**src/rtl/qm_pkg.sv**
```systemverilog
package qm_pkg;

    typedef enum logic [1:0] {
        MODE_OFF     = 2'b00,
        MODE_HALF    = 2'b01,
        MODE_QUARTER = 2'b10,
        MODE_SPARE   = 2'b11
    } mode_e;

    typedef enum logic [1:0] {
        PH_0 = 2'd0,
        PH_1 = 2'd1,
        PH_2 = 2'd2,
        PH_3 = 2'd3
    } phase_e;

    // Rotation applied to a sample: P90 multiplies by +j, M90 by -j.
    typedef enum logic [1:0] {
        ROT_0   = 2'd0,
        ROT_P90 = 2'd1,
        ROT_180 = 2'd2,
        ROT_M90 = 2'd3
    } rot_e;

endpackage

```
**src/rtl/qm_phase_seq.sv**
```systemverilog
module qm_phase_seq
    import qm_pkg::*;
(
    input  logic   clk,
    input  logic   rst_n,
    input  logic   adv,
    output phase_e phase
);

    phase_e state_q;
    phase_e state_d;

    always_ff @(posedge clk) begin
        if (!rst_n) begin
            state_q <= PH_0;
        end else begin
            state_q <= state_d;
        end
    end

    always_comb begin
        state_d = state_q;
        if (adv) begin
            unique case (state_q)
                PH_0: state_d = PH_1;
                PH_1: state_d = PH_2;
                PH_2: state_d = PH_3;
                PH_3: state_d = PH_0;
            endcase
        end
    end

    assign phase = state_q;


    phase_hold_chk: assert property (@(posedge clk) disable iff (!rst_n)
        !adv |=> $stable(state_q));


    phase_wrap_chk: assert property (@(posedge clk) disable iff (!rst_n)
        (adv && state_q == PH_3) |=> state_q == PH_0);


    phase_step_chk: assert property (@(posedge clk) disable iff (!rst_n)
        (adv && state_q == PH_0) |=> state_q == PH_1);

endmodule

```
**src/rtl/qm_rot_select.sv**
```systemverilog
module qm_rot_select
    import qm_pkg::*;
(
    input  logic [1:0] mode_sel,
    input  logic       dir_pos,
    input  phase_e     phase,
    output rot_e       rot
);

    mode_e mode;
    assign mode = mode_e'(mode_sel);

    always_comb begin
        rot = ROT_0;
        unique case (mode)
            MODE_OFF, MODE_SPARE: rot = ROT_0;
            MODE_HALF: begin
                rot = (phase == PH_1 || phase == PH_3) ? ROT_180 : ROT_0;
            end
            MODE_QUARTER: begin
                unique case (phase)
                    PH_0: rot = ROT_0;
                    PH_1: rot = dir_pos ? ROT_P90 : ROT_M90;
                    PH_2: rot = ROT_180;
                    PH_3: rot = dir_pos ? ROT_M90 : ROT_P90;
                endcase
            end
        endcase
    end

endmodule

```
**src/rtl/qm_rotator.sv**
```systemverilog
module qm_rotator
    import qm_pkg::*;
#(
    parameter int DW = 16
) (
    input  logic signed [DW-1:0] a_i,
    input  logic signed [DW-1:0] a_q,
    input  rot_e                 rot,
    output logic signed [DW-1:0] y_i,
    output logic signed [DW-1:0] y_q
);

    localparam logic signed [DW-1:0] MIN_CODE = {1'b1, {(DW-1){1'b0}}};
    localparam logic signed [DW-1:0] MAX_CODE = {1'b0, {(DW-1){1'b1}}};

    function automatic logic signed [DW-1:0] neg_sat(input logic signed [DW-1:0] x);
        return (x == MIN_CODE) ? MAX_CODE : -x;
    endfunction

    logic signed [DW-1:0] n_i;
    logic signed [DW-1:0] n_q;

    assign n_i = neg_sat(a_i);
    assign n_q = neg_sat(a_q);

    always_comb begin
        y_i = a_i;
        y_q = a_q;
        unique case (rot)
            ROT_0:   begin y_i = a_i; y_q = a_q; end
            ROT_P90: begin y_i = n_q; y_q = a_i; end
            ROT_180: begin y_i = n_i; y_q = n_q; end
            ROT_M90: begin y_i = a_q; y_q = n_i; end
        endcase
    end

endmodule

```
**src/rtl/qm_quad_mod.sv**
```systemverilog
module qm_quad_mod
    import qm_pkg::*;
#(
    parameter int DW = 16
) (
    input  logic                 clk,
    input  logic                 rst_n,
    input  logic                 in_valid,
    input  logic signed [DW-1:0] in_i,
    input  logic signed [DW-1:0] in_q,
    input  logic [1:0]           mode_sel,
    input  logic                 dir_pos,
    output logic                 out_valid,
    output logic signed [DW-1:0] out_i,
    output logic signed [DW-1:0] out_q
);

    localparam logic signed [DW-1:0] MIN_CODE = {1'b1, {(DW-1){1'b0}}};
    localparam logic signed [DW-1:0] MAX_CODE = {1'b0, {(DW-1){1'b1}}};

    phase_e               phase;
    rot_e                 rot;
    logic signed [DW-1:0] rot_i;
    logic signed [DW-1:0] rot_q;

    qm_phase_seq u_phase (
        .clk   (clk),
        .rst_n (rst_n),
        .adv   (in_valid),
        .phase (phase)
    );

    qm_rot_select u_sel (
        .mode_sel (mode_sel),
        .dir_pos  (dir_pos),
        .phase    (phase),
        .rot      (rot)
    );

    qm_rotator #(.DW(DW)) u_rot (
        .a_i (in_i),
        .a_q (in_q),
        .rot (rot),
        .y_i (rot_i),
        .y_q (rot_q)
    );

    always_ff @(posedge clk) begin
        if (!rst_n) begin
            out_valid <= 1'b0;
            out_i     <= '0;
            out_q     <= '0;
        end else begin
            out_valid <= in_valid;
            if (in_valid) begin
                out_i <= rot_i;
                out_q <= rot_q;
            end
        end
    end


    valid_pipe_chk: assert property (@(posedge clk) disable iff (!rst_n)
        in_valid |=> out_valid);


    idle_pipe_chk: assert property (@(posedge clk) disable iff (!rst_n)
        !in_valid |=> !out_valid);


    off_pass_chk: assert property (@(posedge clk) disable iff (!rst_n)
        (in_valid && (mode_sel == 2'b00 || mode_sel == 2'b11))
        |=> (out_i == $past(in_i) && out_q == $past(in_q)));


    out_hold_chk: assert property (@(posedge clk) disable iff (!rst_n)
        !in_valid |=> ($stable(out_i) && $stable(out_q)));


    no_wrap_chk: assert property (@(posedge clk) disable iff (!rst_n)
        (in_valid && in_i == MIN_CODE && in_q == MIN_CODE)
        |=> ((out_i == MIN_CODE || out_i == MAX_CODE) &&
             (out_q == MIN_CODE || out_q == MAX_CODE)));

endmodule

```
**config.mk**
```make
export PLATFORM = sky130hd
export DESIGN_NAME = qm_quad_mod
export DESIGN_NICKNAME = d
export VERILOG_FILES = /design/src/rtl/qm_pkg.sv /design/src/rtl/qm_phase_seq.sv /design/src/rtl/qm_rot_select.sv /design/src/rtl/qm_rotator.sv /design/src/rtl/qm_quad_mod.sv
export SDC_FILE = /design/constraint.sdc
export NUM_CORES = 1
export LEC_CHECK = 0
export BUFFER_PORTS_ARGS = -buffer_cell sky130_fd_sc_hd__buf_2
export CAP_MARGIN = 10
export CORE_MARGIN = 5
export CORE_UTILIZATION = 40
export DETAILED_ROUTE_END_ITERATION = 16
export SKIP_CTS_REPAIR_TIMING = 1
export SLEW_MARGIN = 5
export SYNTH_ARGS = -nofsm -noshare
export SYNTH_HDL_FRONTEND = slang
export SYNTH_HIERARCHICAL = 1
export SYNTH_SLANG_ARGS = --single-unit
export TNS_END_PERCENT = 100
```
**constraint.sdc**
```tcl
create_clock -name clk -period 3.6 [get_ports clk]
set_input_delay 0.36 -clock clk [delete_from_list [all_inputs] [get_ports clk]]
set_output_delay 0.36 -clock clk [all_outputs]
set_load 0.05 [all_outputs]
```
==> metrics.yaml, run 1 <==
status: "finished clean"
ys_seq_elements: 35
fin_ws_ns: 0.887
ys.flop_type: "dfxtp_1"
path_max_fanout: 48
drive_above_1_share: 0.203
cap_violations: 0
fin_crit_sh: 0.754
ir_drop_mv: 0.205
antenna_found_initial: 0
ioPinCount: 71
die_w_um: 99.5
drt-initial-drc-count: 247
final-hold-violation-count: 0
final_util: 0.462
vias: 3343
ys_top_cells_by_count: "mux2i_1 (36), dfxtp_1 (35), o21ai_0 (34), nor2b_1 (33), a21oi_1 (28)"
dp_slack_ns: 0.602
ant_nets: 0
arrival_ns: 2.90
die_y_um: 99.5
cp.buffers_inverters: 4
yosys.area.top_type: "dfxtp_1"
worstMarginPinSlew_ns: 1.03
yosysMostFrequentCell: "mux2i_1"
tns_ns: 0
place_congestion: 0.842
port_buffers: 70
avgSynthCellArea_sq_um: 7.69
core-area_sq_um: 7770
power.internal_uw: 689
via_per_inst: 5.96
layout.nets: 502
diodes: 0
fp.dieArea_sq_um: 9890
setup_viol: 0
hpwlAfterDp_um: 6970
grt_first_pass_wirelength_um: 15700
worstSkewPairLatency_ns: 0.29
fin_crit_ns: 2.71
slew_headroom: 0.313
start_kind: "primary input"
drtPass1Iterations: 5
grt_max_degree: 68
grt_pass1_vias: 3080
ys_warn_count: 6
p_switching_uw: 432
htree_num_levels: 2
yosysUniqueCellTypes: 69
seq_power_share: 0.387
skew_ns: 0.00541
gr-total-overflow: 0
slowest_stage: "and2_4"
hold_class: "reg -> reg"
drc: 0
setup.worst_path.class: "in -> reg"
timing.critical_path.cells: "buf_2 > inv_1 > ha_1 > and2_4 > a22oi_1 > a21oi_4 > clkinv_1 > buf_4 > o21ai_0 > a32oi_1 > mux2i_1 > nor2b_1"
synthCells: 416
rsz0062_at_grt: "no"
yosysTopAreaCellShare: 0.219
slew_violations: 0
numCtsBuffers: 5
rows: 32
area_growth_pct: 12.2
wl_per_cell_um: 17.1
syn_nets: 460
combPwrFrac: 0.367
p_leak_uw: 0.00150
p_sw_frac: 0.386
clk_pin_slew_ns: 0.07
ys_async_sr_fraction: 0
seq_area_frac_synth: 0.219
power.density_nw_per_um2: 312
synthTopCellsByArea: "dfxtp_1 (22%), mux2i_1 (11%), nor2b_1 (6.5%)"
wirelength_um: 9620
initial_utilization: 0.412
cp-end-kind: "flip-flop"
cts_tree: "yes"
p_clk_frac: 0.246
grt.total_usage: 0.193
synth-edff-count: 0
clock-root-buffer: "clkbuf_8"
cts_sinks: 35
cts_max_path_buffers: 2
worst_ep_required_time_ns: 3.79
crit_family: "buffers and inverters"
power.total_uw: 1120
mappedNetlistArea_sq_um: 3200
critPathMaxStageDelay_ns: 0.44
max_freq_ghz: 0.369
## layout by cell type (no fill, tap or decap), drive strengths merged, types with 12 or more instances in the layout
cell type / count
o21ai: 35
nor2: 26
a21oi: 28
inv: 12
dfxtp: 35
o22ai: 17
nor3: 15
nand2: 17
mux2i: 36
buf: 73
nor2b: 33
## sequential cells by signal, summed over array words and instances (netlist names)
signal and cells:
out_i 16, out_q 16, u_phase/phase 2, out_valid 1
## worst min-delay path: stages, from the launching register on
cell and delay [ns]:
dfxtp_1 0.32, mux2i_1 0.06, nor2b_1 0.09
## metal layers
layer,global-route usage,routed length (um),vias to the layer above
li1,-,-,1647
met1,0.281,4530,1600
met2,0.296,4370,89
met3,0.0365,624,7
met4,0.0410,95,0
met5,0,0,-
## cell type report
| class | instances | area (sq um) |
|---|---|---|
| flip-flops and latches | 35 | 701 |
| repair buffers | 73 | 385 |
| well taps | 102 | 128 |
| inverters | 13 | 48.8 |
| fillers | 822 | 4180 |
| multi-input cells | 330 | 2250 |
| clock inverters | 1 | 5.00 |
| clock buffers | 7 | 76.3 |
## stage by stage
stage / instance area (sq um) / instances / hold slack [ns]
6_report: 3590 / 561 / 0.513
2_1_floorplan: 3200 / 416 / 0.449
4_1_cts: 3590 / 561 / 0.521
3_5_place_dp: 3510 / 553 / 0.498
5_1_grt: 3590 / 561 / 0.545
3_3_place_gp: 3510 / 553 / 0.494
## power groups by stage
| stage | Combinational [uW] | Clock, uW | Sequential [uW] |
|---|---|---|---|
| global placement | 404 | 0 | 442 |
| detailed placement | 408 | 0 | 443 |
| finish | 411 | 276 | 434 |
| CTS | 409 | 287 | 435 |
| global route | 445 | 303 | 439 |
| floorplan | 201 | 0 | 541 |
## final timing paths
check        cells past startpoint   endpoint  slack [ns]        startpoint
min reg2reg                      2  out_i[15]        0.51         out_i[15]
max reg2reg                      9   out_q[7]        0.89  u_phase/phase[0]
max                             12   out_q[7]        0.89       mode_sel[0]
min                              2  out_i[15]        0.51         out_i[15]
## logic make-up after synthesis
kind of cell | synth area share
AOI/OAI and AO/OA | 0.284
xor gates and xnor gates | 0.00821
adders and majority gates | 0.0235
buffers and inverters | 0.0821
DFF | 0.219
muxes | 0.120
and+or+nand+nor | 0.263
Note: power is estimated with default switching activity, not from simulation.
==> inputs of run 2 (changes only) <==
- clock period: 3.6 -> 2.44 ns (I/O delays scaled with it)
==> metrics.yaml, run 2 (synthesized netlist as in run 1, its figures left out) <==
status: "finished clean"
wirelength_um: 9740  # +1.3%
fp.dieArea_sq_um: 9890  # unchanged
worstMarginPinSlew_ns: 0.489  # -0.542 ns
initial_utilization: 0.412  # unchanged
fin_crit_ns: 2.23
gr-total-overflow: 0  # unchanged
dpl_cell_area_sq_um: 3720  # +5.9%
worstSkewPairLatency_ns: 0.29  # about the same
clk_pin_slew_ns: 0.08  # about the same
cp-end-kind: "flip-flop"
worst_ep_required_time_ns: 2.62  # -1.17 ns
final_common_cell: "buf_2"
cts_tree: "yes"
hpwlAfterDp_um: 7410  # +6.4%
cts_max_path_buffers: 2  # unchanged
cap_violations: 0  # unchanged
clock-root-buffer: "clkbuf_8"
fin_area_sq_um: 3820  # +6.4%
drt-initial-drc-count: 235  # -4.9%
ant_nets: 0  # unchanged
crit_family: "compound AO/OA/AOI/OAI gates"
final-hold-violation-count: 0  # unchanged
path_max_fanout: 41  # -15%
r2r_cells: 10  # +1
die_y_um: 99.5  # unchanged
ioPinCount: 71  # unchanged
holdPathStages: 2  # unchanged
cts_sinks: 35  # unchanged
p_clk_frac: 0.273  # +0.027
layout.nets: 528  # +5.2%
cp.buffers_inverters: 2  # -2
via_per_inst: 5.86  # -1.7%
slew_headroom: 0.671  # +0.358
area_growth_pct: 19.4
layout.cells.non_filler: 587  # +4.6%
vias: 3439  # +2.9%
power.internal_uw: 1090  # +58%
drive_above_1_share: 0.249  # +0.0469
htree_num_levels: 2  # unchanged
core-area_sq_um: 7770  # unchanged
hold_class: "in -> reg"
drtPass1Iterations: 4  # -1
numCtsBuffers: 5  # unchanged
critPathMaxStageDelay_ns: 0.40  # -0.04 ns
place_congestion: 0.847  # +0.59%
setup.worst_path.class: "reg -> reg"
grt_pass1_vias: 3182  # +3.3%
dp_slack_ns: 0.0449  # -0.557 ns
p_switching_uw: 653  # +51%
diodes: 0  # unchanged
max_freq_ghz: 0.449
grt_first_pass_wirelength_um: 15300  # -2.7%
rows: 32  # unchanged
slowest_stage: "a2111oi_0"
fin_crit_sh: 0.913
skew_ns: 0.00804  # +0.00263 ns
rsz0062_at_grt: "no"
cp.depth: 10  # -2
ir_drop_mv: 0.338  # +65%
grt_max_degree: 42  # -38%
p_sw_frac: 0.374  # -0.0112
slew_violations: 0  # unchanged
seq_power_share: 0.367  # -0.020
fin_ws_ns: 0.213  # -0.674 ns
die_w_um: 99.5  # unchanged
port_buffers: 70  # unchanged
combPwrFrac: 0.359  # -0.008
drc: 0  # unchanged
tns_ns: 0  # unchanged
antenna_found_initial: 0  # unchanged
grt.total_usage: 0.189  # -0.00381
final_cell_mix: "buf_2 (70), mux2i_1 (36), dfxtp_1 (35)"
start_kind: "flip-flop"
p_leak_uw: 0.00165  # +9.5%
arrival_ns: 2.41  # -0.49 ns
dp_cells: 579  # +4.7%
wl_per_cell_um: 16.6  # -3.2%
setup_viol: 0  # unchanged
timing.critical_path.cells: "and2_4 > a22oi_1 > a21oi_4 > buf_12 > buf_4 > a31oi_1 > a2111oi_0 > nor3_1 > mux2i_1 > nor2b_1"
power.density_nw_per_um2: 456  # +46%
## run 2: cell types whose count changed in the layout (fill, tap and decap cells not counted), sizes merged
cell,before,now
buf,73,99
clkinvlp,0,1
clkinv,2,1
## run 2: cell type report
cell class / instances / area, sq um
Tap cell: 102 / 128
Inverter: 13 / 48.8
Clock buffer: 7 / 96.3
Timing Repair Buffer: 99 / 593
Clock inverter: 1 / 7.51
Multi-Input combinational cell: 330 / 2250
Fill cell: 834 / 3950
Sequential cell: 35 / 701
## run 2: final timing paths
kind                            slack, ns        end             start
worst max-delay path                 0.21   out_q[3]  u_phase/phase[0]
worst min-delay path                 0.44  out_valid          in_valid
worst max register to register       0.21   out_q[3]  u_phase/phase[0]
worst min register to register       0.52  out_i[12]         out_i[12]
## run 2: through the flow
| stage | hold WS [ns] | total power, uW | utilization |
|---|---|---|---|
| after floorplan | 0.333 | 1090 | - |
| after global placement | 0.492 | 1270 | 0.479 |
| after detailed placement | 0.503 | 1280 | 0.479 |
| after CTS | 0.441 | 1760 | 0.492 |
| after global routing | 0.464 | 1840 | 0.492 |
| final | 0.445 | 1740 | 0.492 |
## run 2: power groups by stage
stage / sequential [uW] / clock (uW) / combinational, uW
after floorplan: 799 / 0 / 296
after global placement: 652 / 0 / 616
after detailed placement: 654 / 0 / 624
after CTS: 641 / 490 / 626
after global routing: 647 / 519 / 676
final: 640 / 477 / 626
## run 2: per-layer routing
metal | routed length [um] | track usage | vias to the layer above | share of wire
met5 | 0 | 0 | - | 0
met4 | 100 | 0.0441 | 0 | 0.010
met3 | 648 | 0.0316 | 7 | 0.067
met2 | 4370 | 0.304 | 115 | 0.45
met1 | 4620 | 0.264 | 1624 | 0.47
li1 | - | - | 1693 | -
==> inputs of run 3 (changes only) <==
- REMOVE_ABC_BUFFERS: not set -> 1
==> metrics.yaml, run 3 (synthesized netlist as in run 1, its figures left out) <==
status: "finished clean"
cts_tree: "yes"
grt_pass1_vias: 3295  # +3.6%
setup.worst_path.class: "reg -> reg"
fillers: 778  # -6.7%
drt-initial-drc-count: 183  # -22%
arrival_ns: 2.41  # about the same
grt_max_degree: 37  # -12%
antenna_found_initial: 0  # unchanged
worstMarginPinSlew_ns: 0.513  # +0.0239 ns
dp_slack_ns: 0.0674  # +0.0225 ns
skew_ns: 0.00458  # -0.00346 ns
regArea_sq_um: 702  # +0.18%
cts_sinks: 35  # unchanged
slew_headroom: 0.658  # -0.0129
hpwlAfterDp_um: 7290  # -1.7%
wirelength_um: 9720  # -0.29%
initial_utilization: 0.412  # unchanged
final_common_cell: "buf_2"
via_per_inst: 5.75  # -1.8%
cp-end-kind: "flip-flop"
drc: 0  # unchanged
die_w_um: 99.5  # unchanged
port_buffers: 70  # unchanged
fin_crit_sh: 0.897  # -0.0157
place_congestion: 0.854  # +0.80%
clock-root-buffer: "clkbuf_8"
multi_input_area_sq_um: 2250  # unchanged
drive_above_1_share: 0.253  # +0.00360
rsz0062_at_grt: "no"
setup_viol: 0  # unchanged
fin_area_sq_um: 3840  # +0.59%
die_y_um: 99.5  # unchanged
path_max_fanout: 24  # -41%
timing.critical_path.cells: "or2b_1 > nand3_1 > a21oi_4 > buf_12 > clkinv_1 > buf_4 > nand3_1 > o21ai_0 > and3_1 > o22ai_1 > mux2i_1 > nor2b_1"
hold_class: "in -> reg"
slowest_stage: "dfxtp_2"
worstSkewPairLatency_ns: 0.28  # about the same
crit_family: "simple AND/OR/NAND/NOR gates"
p_leak_uw: 0.00166  # +0.86%
critPathMaxStageDelay_ns: 0.35  # -0.05 ns
rows: 32  # unchanged
htree_num_levels: 2  # unchanged
final_cell_mix: "buf_2 (70), mux2i_1 (36), dfxtp_1 (34), o21ai_0 (34), nor2b_1 (33)"
cpMostUsedCell: "nand3_1"
dpl_cell_area_sq_um: 3730  # +0.20%
ir_drop_mv: 0.212  # -37%
layout.nets: 529  # +0.19%
fp.dieArea_sq_um: 9890  # unchanged
cap_violations: 0  # unchanged
area_growth_pct: 20.1
power.total_uw: 1820  # +4.6%
core-area_sq_um: 7770  # unchanged
wl_per_cell_um: 16.5  # -0.46%
worst_ep_required_time_ns: 2.66  # +0.04 ns
ioPinCount: 71  # unchanged
ant_nets: 0  # unchanged
grt_first_pass_wirelength_um: 16200  # +5.8%
start_kind: "flip-flop"
cts_max_path_buffers: 2  # unchanged
fin_ws_ns: 0.251  # +0.0384 ns
fin_crit_ns: 2.19  # -0.0384 ns
final-hold-violation-count: 0  # unchanged
max_freq_ghz: 0.457  # +1.8%
drtPass1Iterations: 5  # +1
slew_violations: 0  # unchanged
cp.buffers_inverters: 3  # +1
power.density_nw_per_um2: 474  # +4.0%
diodes: 0  # unchanged
grt.total_usage: 0.197  # +0.00768
vias: 3382  # -1.7%
numCtsBuffers: 5  # unchanged
gr-total-overflow: 0  # unchanged
tns_ns: 0  # unchanged
clk_pin_slew_ns: 0.08  # about the same
## run 3: area by class of cell
type,count,area share
clock buffer,6,0.0215
clock inverter,2,0.00911
inverter,13,0.0127
multi-input combinational,330,0.585
sequential,35,0.183
tap,102,0.0332
timing repair buffer,100,0.156
## run 3: where the power goes
| group | switching (uW) | internal (uW) | leakage, uW |
|---|---|---|---|
| registers | 23.6 | 617 | 0.000289 |
| clock network | 232 | 331 | 0.0000612 |
| logic | 404 | 217 | 0.00131 |
| total | 659 | 1170 | 0.00166 |
## run 3: worst paths after layout
check                                       from  slack (ns)                to  depth (start not counted)
worst max register to register  u_phase/phase[0]        0.25          out_i[3]                         12
worst min-delay path                    in_valid        0.47  u_phase/phase[0]                          3
worst max-delay path            u_phase/phase[0]        0.25          out_i[3]                         12
worst min register to register         out_i[14]        0.52         out_i[14]                          2
## run 3: metal layers
| metal | up-vias | GRT usage | part of all wire |
|---|---|---|---|
| met2 | 106 | 0.318 | 0.46 |
| met5 | - | 0 | 0 |
| met4 | 0 | 0.0462 | 0.0074 |
| met1 | 1571 | 0.268 | 0.48 |
| met3 | 7 | 0.0428 | 0.058 |
| li1 | 1698 | - | - |
## run 3: worst register-to-register path: cells and delay by family, from the launching register on
family | cells | cell delay, ns
flops | 1 | 0.35
simple gates | 5 | 0.64
buf+inv | 3 | 0.53
mux | 1 | 0.10
compound gates | 3 | 0.50
## run 3: per-stage QoR
step                      hold WS (ns)   util  cells
after global routing             0.439  0.495    588
after floorplan                  0.333      -    378
after global placement           0.489  0.480    580
final                            0.468  0.495    588
after detailed placement         0.501  0.480    580
after CTS                        0.447  0.495    588
